===== config.mk =====
export PLATFORM = sky130hd
export DESIGN_NAME = spi_regbridge
export DESIGN_NICKNAME = d
export VERILOG_FILES = /design/src/rtl/spi_regbridge.sv
export SDC_FILE = /design/constraint.sdc
export NUM_CORES = 1
export LEC_CHECK = 0
export BUFFER_PORTS_ARGS = -buffer_cell sky130_fd_sc_hd__buf_2
export CELL_PAD_IN_SITES_DETAIL_PLACEMENT = 1
export CELL_PAD_IN_SITES_GLOBAL_PLACEMENT = 2
export CORE_UTILIZATION = 36
export CTS_BUF_LIST = sky130_fd_sc_hd__clkbuf_16
export CTS_CLUSTER_DIAMETER = 120
export DETAILED_ROUTE_END_ITERATION = 7
export PLACE_DENSITY = 0.93
export SLEW_MARGIN = 20
export SYNTH_ARGS = -nofsm -noshare
export SYNTH_HDL_FRONTEND = slang
export SYNTH_SLANG_ARGS = --single-unit

===== constraint.sdc =====
create_clock -name clk -period 4.1 [get_ports clk]
set_input_delay 0.82 -clock clk [delete_from_list [all_inputs] [get_ports clk]]
set_output_delay 0.82 -clock clk [all_outputs]
set_load 0.02 [all_outputs]

===== src/rtl/spi_regbridge.sv =====
module spi_regbridge #(
  parameter int PORT_SUBS = 5,
  parameter int HOST_SUB  = 6
) (
  input  logic        clk,
  input  logic        rst_n,
  input  logic        sclk,
  input  logic        cs_n,
  input  logic        mosi,
  output logic        miso,
  output logic        reg_rd,
  output logic        reg_wr,
  output logic [2:0]  reg_blk,
  output logic [3:0]  reg_sub,
  output logic [7:0]  reg_off,
  output logic [31:0] reg_wdata,
  input  logic [31:0] reg_rdata,
  output logic        acc_err
);
  localparam int HDR_BITS   = 16;
  localparam int FRAME_BITS = HDR_BITS + 32;
  localparam int CNT_W      = $clog2(FRAME_BITS + 1);

  logic             sclk_q;
  logic [CNT_W-1:0] cnt;
  logic [31:0]      rx_sr, tx_sr;
  logic [15:0]      hdr;
  logic             hdr_ok, rd_pend;

  function automatic logic legal(input logic [2:0] b, input logic [3:0] s);
    case (b)
      3'd0, 3'd6: legal = 1'b0;
      3'd1:       legal = (int'(s) < PORT_SUBS) || (int'(s) == HOST_SUB);
      default:    legal = 1'b1;
    endcase
  endfunction

  wire        rise    = ~cs_n & sclk & ~sclk_q;
  wire        fall    = ~cs_n & ~sclk & sclk_q;
  wire [31:0] rx_next = {rx_sr[30:0], mosi};
  wire        at_hdr  = rise && (cnt == CNT_W'(HDR_BITS - 1));
  wire        at_end  = rise && (cnt == CNT_W'(FRAME_BITS - 1));
  wire        nxt_ok  = legal(rx_next[15:13], rx_next[11:8]);
  wire        nxt_wr  = rx_next[12];

  assign miso    = ~cs_n & tx_sr[31];
  assign reg_blk = hdr[15:13];
  assign reg_sub = hdr[11:8];
  assign reg_off = hdr[7:0];

  always_ff @(posedge clk) begin
    if (!rst_n) begin
      sclk_q    <= 1'b0;
      cnt       <= '0;
      rx_sr     <= '0;
      tx_sr     <= '0;
      hdr       <= '0;
      hdr_ok    <= 1'b0;
      rd_pend   <= 1'b0;
      reg_rd    <= 1'b0;
      reg_wr    <= 1'b0;
      reg_wdata <= '0;
      acc_err   <= 1'b0;
    end else begin
      sclk_q  <= sclk;
      reg_rd  <= 1'b0;
      reg_wr  <= 1'b0;
      acc_err <= 1'b0;
      rd_pend <= reg_rd;
      if (cs_n) begin
        cnt   <= '0;
        tx_sr <= '0;
      end else begin
        if (rise) begin
          rx_sr <= rx_next;
          if (cnt != CNT_W'(FRAME_BITS)) cnt <= cnt + 1'b1;
        end
        if (at_hdr) begin
          hdr     <= rx_next[15:0];
          hdr_ok  <= nxt_ok;
          reg_rd  <= nxt_ok & ~nxt_wr;
          acc_err <= ~nxt_ok;
          if (!nxt_ok && !nxt_wr) tx_sr <= '1;
        end
        if (at_end && hdr_ok && hdr[12]) begin
          reg_wr    <= 1'b1;
          reg_wdata <= rx_next;
        end
        if (rd_pend)
          tx_sr <= reg_rdata;
        else if (fall && cnt > CNT_W'(HDR_BITS))
          tx_sr <= {tx_sr[30:0], 1'b0};
      end
    end
  end
endmodule


==> impl_results.md <==
* Status: finished with violations
* Failing checks: design-rule violations
* First-pass GRT wire length at 22,200 um
* Internal power at 0.00205 W
* CP Capture Type: flop
* Sw Ratio at 0.217
* Seq/Total Area, Yosys at 0.452
* Sw power at 0.000565 W
* Pre-CTS setup slack at 0.915 ns
* Top delay family on crit path: simple AND/OR/NAND/NOR gates
* Pre-Repair DR Iteration Count at 6
* Flop2flop setup slack at 1.62 ns
* Met2 WL at 6460 um
* Final Hold Vio Count at 0
* Crit path buffers/inverters at 2
* Met3 wire len at 477 um
* Routed Antenna Nets at 0
* Rows at 44
* Bufs on Longest Clock Path at 2
* Avg Inst Size Synth at 8.48 um^2
* Crit-path slowest cell: or3b_1
* Slack of the critical path at 1.42 ns
* Skew-Pair Late Insertion Delay at 0.41 ns
* Yosys warning total at 0
* Initial DRC count at 282
* Setup TNS after final layout at 0 ns
* Final Setup Violations at 0
* Total Routed Length at 13,100 um
* CP Class: in -> reg
* Max stage delay on crit path at 0.70 ns
* CP Cell Sequence: buf_2 > or3b_1 > nor3_4 > o211ai_4 > buf_4 > a31oi_2
* Peak supply drop at 0.337 mV
* Starting density of the core at 0.372
* PD cells at 412 nW/um^2
* DR vias at 4,450
* Antenna cells at 0
* Fin area at 6330 um^2
* Post-DP HPWL at 8520 um
* Largest net degree at the start of global routing at 83
* RSZ-0062 raised after global routing: false
* Final Cycle Share at 0.654
* Vias per cell at 5.02
* Total power at 0.00261 W
* Combinational fraction of design power at 0.036
* Gpl congestion at 0.720
* Slew @ Worst Pin at 0.868 ns
* Vias in the first global route at 4,553
* Min-Delay Path Class: reg -> reg
* Die area at 15,600 um^2
* Crit path DAT at 3.01 ns
* Grt ovf at 0
* Cells after Synth at 643
* Number of flops mapped to enable cells by yosys at 0
* Gr usage total at 0.176
* Max-slew violation count at 0
* Crit path launch type: primary input
* Worst clock skew at 0.00669 ns
* Core Area at 14,600 um^2
* Flop pwr share at 0.459
* Die Ht at 125 um
* Die Width at 125 um
* Post-layout nets at 729
* Commonest non-fill, non-tap cells in the layout: nand2_1 (167), dfxtp_1 (122), buf_2 (87)
* DRC at 12
* Library cells used by synthesis at 40
* H-tree Lvls at 4
* IO Count at 88
* Max_slew headroom at 0.421
* Most used DFF post-synth: dfxtp_1
* Layout area overhead at 16.1%
* CP Data Required Time at 4.43 ns
* Final Util at 0.432
* Max-cap violations at 0
* CTS resizes at 0
* Port bufs at 87
* Mapped Nets at 682
* Clk slew on worst S/H paths at 0.05 ns
* Mapped Area at 5450 um^2
* Clk root buf: clkbuf_16
* Max Fclk at 0.373 GHz
* Area after DPL at 5810 um^2
* CTS tree: done
* Fraction of layout cells with a size suffix above 1 at 0.229
* Final min period at 2.68 ns
* WL/cell at 14.8 um
* Most common cell after layout, fill and taps aside: nand2_1
* Highest metal used: met4
* Number of buffers inserted by hold repair at cts at 0
* Initial antenna violation count at 0
* Crit-path max FO at 32
* Leakage at 2.39 nW
* Total CTS buffers at 17
* Async S/R FF share, synth at 0
* Fillcell total at 1,755
* Clock power frac at 0.505
* Postcts setup bufs at 0
* Wl on met1 at 6020 um
* CTS sink count at 123
* #FFs+latches synth at 123
tightest hold or removal path, stage by stage (launching register included):
cell	delay [ns]
dfxtp_1	0.30
nand2_1	0.05
a21boi_1	0.05
per-stage QoR:
stage          hold slack, ns  cells
5_1_grt                 0.478    887
2_1_floorplan           0.435    643
6_report                0.455    887
3_3_place_gp            0.442    855
3_5_place_dp            0.450    855
4_1_cts                 0.459    887
registers in the layout (all words and copies together), names as in the netlist:
| signal | flops |
|---|---|
| acc_err | 1 |
| cnt | 6 |
| hdr | 16 |
| hdr_ok | 1 |
| rd_pend | 1 |
| reg_rd | 1 |
| reg_wdata | 32 |
| reg_wr | 1 |
| rx_sr | 31 |
| sclk_q | 1 |
| tx_sr | 32 |
cell type report:
cell class,count,area (um^2),area share
timing repair buffer,94,488,0.0771
inverter,36,135,0.0213
clock inverter,15,95.1,0.0150
sequential,123,2460,0.389
clock buffer,17,425,0.0672
multi-input combinational,418,2490,0.394
tap,184,230,0.0364
cell usage after synthesis, types with 2 or more instances:
master / count / area [um^2]
a21boi_1: 24 / 180
and2_1: 2 / 12.5
ha_1: 2 / 25.0
o31ai_1: 31 / 233
buf_2: 12 / 60.1
a21boi_0: 56 / 420
buf_6: 7 / 78.8
clkbuf_1: 31 / 116
buf_4: 16 / 120
nor3b_1: 2 / 15.0
xnor2_1: 2 / 17.5
nor3_2: 2 / 20.0
a21oi_1: 31 / 155
or3_1: 4 / 25.0
a31oi_2: 30 / 375
inv_1: 36 / 135
dfxtp_1: 123 / 2460
and4bb_2: 2 / 25.0
nor2_1: 42 / 158
xor2_1: 2 / 17.5
nand2_1: 167 / 627
cells by family after synthesis:
logic type / Yosys count / share of synthesized area
buffers and inverters: 102 / 0.0936
flip-flops: 123 / 0.452
multiplexers: 1 / 0.00184
AND/OR/NAND/NOR: 231 / 0.176
XOR/XNOR: 4 / 0.00643
AO/OA/AOI/OAI: 180 / 0.266
adder cells (fa/ha/maj): 2 / 0.00459
metal layers:
layer	global-route usage	vias to the layer above
li1	-	2233
met1	0.215	2133
met2	0.299	71
met3	0.0441	13
met4	0.0603	0
met5	0	-
final timing paths:
path            startpoint            end  cells after the start
max                   cs_n      tx_sr[17]                      6
max reg2reg         sclk_q      tx_sr[17]                      5
min reg2reg  reg_wdata[24]  reg_wdata[24]                      2
min          reg_wdata[24]  reg_wdata[24]                      2
power by group through the flow:
| stage | clock network, W | registers [W] | logic, W |
|---|---|---|---|
| floorplan | 0 | 0.00122 | 0.0000609 |
| global placement | 0 | 0.00122 | 0.0000916 |
| detailed placement | 0 | 0.00122 | 0.0000952 |
| CTS | 0.00135 | 0.00120 | 0.0000958 |
| global route | 0.00141 | 0.00120 | 0.000105 |
| finish | 0.00132 | 0.00120 | 0.0000933 |
(Power assumes the default switching activity.)
